### config.mk
export PLATFORM = sky130hd
export DESIGN_NAME = ifu_top
export DESIGN_NICKNAME = d
export VERILOG_FILES = /design/src/rtl/ifu_pkg.sv /design/src/rtl/ifu_ctrl.sv /design/src/rtl/ifu_dp.sv /design/src/rtl/ifu_top.sv
export SDC_FILE = /design/constraint.sdc
export NUM_CORES = 1
export LEC_CHECK = 0
export ABC_AREA = 1
export BUFFER_PORTS_ARGS = -buffer_cell sky130_fd_sc_hd__buf_2
export CAP_MARGIN = 10
export CORE_ASPECT_RATIO = 1.4
export CORE_MARGIN = 5
export CORE_UTILIZATION = 30
export DETAILED_ROUTE_END_ITERATION = 8
export GPL_TIMING_DRIVEN = 1
export PLACE_DENSITY = 0.63
export SETUP_SLACK_MARGIN = 0.1
export SYNTH_ARGS = -nofsm -noshare
export SYNTH_HDL_FRONTEND = slang
export SYNTH_SLANG_ARGS = --single-unit
### constraint.sdc
create_clock -name clk -period 2.04 [get_ports clk]
set_clock_uncertainty 0.15 [all_clocks]
set_input_delay 0.102 -clock clk [delete_from_list [all_inputs] [get_ports clk]]
set_output_delay 0.102 -clock clk [all_outputs]
set_load 0.005 [all_outputs]
### src/rtl/ifu_pkg.sv
package ifu_pkg;

  // Strobes from the control to the datapath, one cycle's decision.
  typedef struct packed {
    logic hold;      // freeze PC, execute-stage PC and valid flag
    logic redirect;  // load the fetch PC with a target and flush
    logic useAbs;    // target is the absolute address, not the relative sum
    logic advance;   // normal sequential step
  } ifu_ctl_t;

endpackage

### src/rtl/ifu_ctrl.sv
module ifu_ctrl
  import ifu_pkg::*;
(
  input  logic     stall,
  input  logic     brTaken,
  input  logic     absLoad,
  input  logic     curValid,
  output ifu_ctl_t ctl
);

  logic wantJump;

  // A redirect is only honoured from a real instruction that is not stalled.
  assign wantJump = (brTaken | absLoad) & curValid;

  always_comb begin
    ctl          = '0;
    ctl.hold     = stall;
    ctl.redirect = ~stall & wantJump;
    ctl.useAbs   = absLoad;
    ctl.advance  = ~stall & ~wantJump;
  end

endmodule

### src/rtl/ifu_dp.sv
module ifu_dp
  import ifu_pkg::*;
#(
  parameter int PC_W   = 9,
  parameter int INSN_W = 16,
  parameter int OFF_W  = 12,
  parameter logic [INSN_W-1:0] NOP_WORD = '0
) (
  input  logic              clk,
  input  logic              rst_n,
  input  ifu_ctl_t          ctl,
  input  logic [OFF_W-1:0]  brOffset,
  input  logic [PC_W-1:0]   absAddr,
  input  logic [INSN_W-1:0] imemData,
  output logic [PC_W-1:0]   imemAddr,
  output logic [INSN_W-1:0] instr,
  output logic [PC_W-1:0]   instrPc,
  output logic              instrValid
);

  logic [PC_W-1:0] fetchPc;   // address being prefetched
  logic [PC_W-1:0] curPc;     // address of the executing word
  logic            curValid;
  logic [PC_W-1:0] offMod;    // offset reduced modulo the program space
  logic [PC_W-1:0] relTarget;
  logic [PC_W-1:0] target;

  // Offset reduction: wider offsets simply drop bits above the PC width,
  // narrower ones are sign-extended. Both are exact modulo 2**PC_W.
  generate
    if (OFF_W >= PC_W) begin : g_trunc
      assign offMod = brOffset[PC_W-1:0];
      if (OFF_W > PC_W) begin : g_hi
        logic unusedOffHi;
        assign unusedOffHi = ^brOffset[OFF_W-1:PC_W];
      end
    end else begin : g_sext
      assign offMod = {{(PC_W-OFF_W){brOffset[OFF_W-1]}}, brOffset};
    end
  endgenerate

  assign relTarget = curPc + PC_W'(1) + offMod;
  assign target    = ctl.useAbs ? absAddr : relTarget;

  always_ff @(posedge clk or negedge rst_n) begin
    if (!rst_n) begin
      fetchPc  <= '0;
      curPc    <= '0;
      curValid <= 1'b0;
    end else if (ctl.redirect) begin
      fetchPc  <= target;
      curValid <= 1'b0;
    end else if (ctl.advance) begin
      curPc    <= fetchPc;
      fetchPc  <= fetchPc + PC_W'(1);
      curValid <= 1'b1;
    end
  end

  // During a stall the memory re-reads the executing word so that its
  // output, which is the execute-stage instruction, does not move.
  assign imemAddr   = ctl.hold ? curPc : fetchPc;
  assign instr      = curValid ? imemData : NOP_WORD;
  assign instrPc    = curPc;
  assign instrValid = curValid;

endmodule

### src/rtl/ifu_top.sv
module ifu_top
  import ifu_pkg::*;
#(
  parameter int PC_W   = 9,
  parameter int INSN_W = 16,
  parameter int OFF_W  = 12
) (
  input  logic              clk,
  input  logic              rst_n,
  input  logic              stall,
  input  logic              brTaken,
  input  logic [OFF_W-1:0]  brOffset,
  input  logic              absLoad,
  input  logic [PC_W-1:0]   absAddr,
  output logic [PC_W-1:0]   imemAddr,
  input  logic [INSN_W-1:0] imemData,
  output logic [INSN_W-1:0] instr,
  output logic [PC_W-1:0]   instrPc,
  output logic              instrValid
);

  ifu_ctl_t ctl;

  ifu_ctrl u_ctrl (
    .stall    (stall),
    .brTaken  (brTaken),
    .absLoad  (absLoad),
    .curValid (instrValid),
    .ctl      (ctl)
  );

  ifu_dp #(
    .PC_W     (PC_W),
    .INSN_W   (INSN_W),
    .OFF_W    (OFF_W),
    .NOP_WORD ('0)
  ) u_dp (
    .clk        (clk),
    .rst_n      (rst_n),
    .ctl        (ctl),
    .brOffset   (brOffset),
    .absAddr    (absAddr),
    .imemData   (imemData),
    .imemAddr   (imemAddr),
    .instr      (instr),
    .instrPc    (instrPc),
    .instrValid (instrValid)
  );

endmodule

==> flow_summary.yaml <==
worst_setup_path:
  reg2reg_depth: 11
  worstSetupStartpointType: "register"
  crit_chain: "inv_1 > ha_4 > fa_2 > inv_2 > nand2_2 > nand2_2 > nand3_1 > nand3_1 > nand3_1 > nand2_1 > nand2_1"
  critical-path-top-delay-family: "simple AND/OR/NAND/NOR gates"
  critPathMaxStageDelay_ns: 0.34
  cp_slowest_cell: "dfrtp_1"
  cp_data_arrival_time_ns: 1.76
  critPathKind: "reg2reg"
  cp_num_buf_inv: 2
  path_depth: 11
  cp_common_cell: "nand3_1"
  critPathCaptureType: "register"
  crit_fanout: 3
  required_ns: 2.04
power:
  p_per_area_nw_per_um2: 981.2
  ir_drop_mv: 0.3363
  leakage_nw: 1.294
  finalPower_mw: 2.075
synth:
  yosysWarnings: 0
  yosys-top-cells-count: "nand2_1 (88), inv_1 (44), o21ai_0 (23)"
  synth.most_common_cell: "nand2_1"
  syn_nets: 312
  ys.flop_type: "dfrtp_1"
  synth_top_cells_by_area: "dfrtp_1 (29%), nand2_1 (20%), inv_1 (10%), o21ai_0 (7.0%), ha_1 (6.9%)"
  synthArstFlopShare_pct: 100.0
  syn-cell-area_sq_um: 1634
  syn_area_per_cell_sq_um: 6.285
  yosysSeqAreaShare_pct: 29.10
  synth_edf_count: 0
  ys_types: 29
  synth_compound_area_share_pct: 10.11
  synth_top_family_by_area: "simple AND/OR/NAND/NOR gates"
  synthXorXnorAreaFrac_pct: 2.144
  synthAdderAreaFrac_pct: 8.116
  yosysTopAreaCell: "dfrtp_1"
  ys_ff_latch: 19
  synthMuxAreaShare_pct: 0
  synth_simple_gate_area_share_pct: 36.45
  synth_top_area_share_pct: 29.10
  netlist_instances: 260
clocking:
  clk_path_buf_depth: 2
  cts_root_buf: "clkbuf_8"
  cts_tree: "built"
  clk_latency_ns: 0.25
  h-tree-depth: 1
  cts_inserted_buffers: 3
  cts.sinks: 19
  post-cts-setup-buffers: 0
  clk_pin_slew_worst_paths_ns: 0.07
floorplanning:
  fp.dieArea_sq_um: 7044
  num_rows: 31
  fp.coreArea_sq_um: 5236
  die-width_microns: 72.38
  start_util_pct: 31.21
  io_pins: 77
  fp.dieH_microns: 97.33
sta:
  maxClockFrequency_mhz: 568.6
  worst_pin_slew_ns: 0.6083
  slew_headroom_pct: 59.35
  hold_violations: 0
  tns_ns: 0
  rsz0062_at_grt: "no"
  fin_crit_ns: 1.759
  fin_crit_sh_pct: 86.21
  setup-violations-final: 0
  slew_violations: 0
routing:
  first_iter_violations: 97
  wirelength_microns: 4631
  drt_first_pass_iters: 4
  vias: 1740
  wl_per_cell_microns: 11.66
  viasPerCell: 4.383
  drt.antenna.violating_nets: 0
  drt_drc_violations_left: 0
run_status:
  outcome: "completed"
layout:
  finalNonFillerCells: 397
  antennaDiodeCount: 0
  area_growth_pct: 29.40
  design_area_sq_um: 2115
  fin_util_pct: 40.38
  drive_gt1_share_pct: 28.10
  nets: 384
worst_hold_path:
  holdPathStages: 3
  hold_class: "in2reg"
grt:
  grt_pass1_vias: 1627
  grt_use_total_pct: 13.16
  grt_max_degree: 23
  antenna_found_initial: 0
  grt_first_pass_wirelength_microns: 7514
  overflow: 0
placed_design:
  placed_area_sq_um: 2039
  dp_cells: 392
  hpwl_microns: 3788
  gp_congestion: 0.8084
  io_buffers: 73
job:
  cap_violations: 0
[per-stage QoR]
stage	hold slack (ns)	worst slack, ns
6_report	0.02117	0.2814
2_1_floorplan	-0.3436	0.3026
5_1_grt	0.03472	0.09798
3_5_place_dp	-0.07931	0.1476
3_3_place_gp	-0.08140	0.1837
4_1_cts	0.02037	0.1340
[repair_timing]
action | CTS | global route
hold buffers | 1 | 0
setup endpoints to repair | 0 | 3
resized for setup | 0 | 6
hold endpoints to repair | 19 | 0
[cell type report]
class                      count  area [sq um]
timing repair buffer          76         390.4
clock buffer                   4         45.04
fill                         587          3122
multi-input combinational    186         948.4
tap                           66         82.58
inverter                      46         172.7
sequential                    19         475.5
[state kept, by name, indices dropped and copies added (netlist names)]
register / cells
u_dp.fetchPc: 9
u_dp.instrPc: 9
u_dp.instrValid: 1
[power breakdown]
part	switching [mW]	internal (mW)
clock	0.124	0.139
sequential	0.156	0.523
combinational	0.641	0.493
total	0.921	1.15
[final timing paths]
path	from	to	slack, ns
min in group asynchronous	rst_n	u_dp.instrPc[6]	0.17
worst max register to register	u_dp.instrPc[0]	u_dp.fetchPc[8]	0.28
worst max-delay path	u_dp.instrPc[0]	u_dp.fetchPc[8]	0.28
worst min register to register	u_dp.instrPc[3]	u_dp.instrPc[3]	0.41
worst min-delay path	absAddr[2]	u_dp.fetchPc[2]	0.02
max in group asynchronous	rst_n	u_dp.fetchPc[7]	1.26
[worst reg2reg max path: stages, from the launching register on]
cell     delay (ns)
dfrtp_1        0.34
inv_1          0.08
ha_4           0.17
fa_2           0.33
inv_2          0.06
nand2_2        0.05
nand2_2        0.08
nand3_1        0.08
nand3_1        0.09
nand3_1        0.07
nand2_1        0.09
nand2_1        0.05
[cells in the final DEF, fill, tap and decap left out, types with 3 or more instances in the layout]
cell type,Yosys,final
a21oi_1,4,4
buf_2,3,73
clkbuf_8,0,3
dfrtp_1,19,19
ha_1,9,8
inv_1,44,43
inv_2,2,3
nand2_1,88,86
nand3_1,21,21
nor2_1,20,20
o21ai_0,23,23
or2_2,3,3
[cell families after synthesis]
group | after synthesis
AO/OA/AOI/OAI | 31
XOR/XNOR | 4
adder cells (fa/ha/maj) | 10
buffers and inverters | 55
flip-flops | 19
AND/OR/NAND/NOR | 141
[layer usage]
layer	routed length (microns)	global-route usage, %
met5	0	0
met4	48	3.409
met3	182	1.967
met2	2466	24.00
met1	1934	15.64
(Power assumes the default switching activity.)
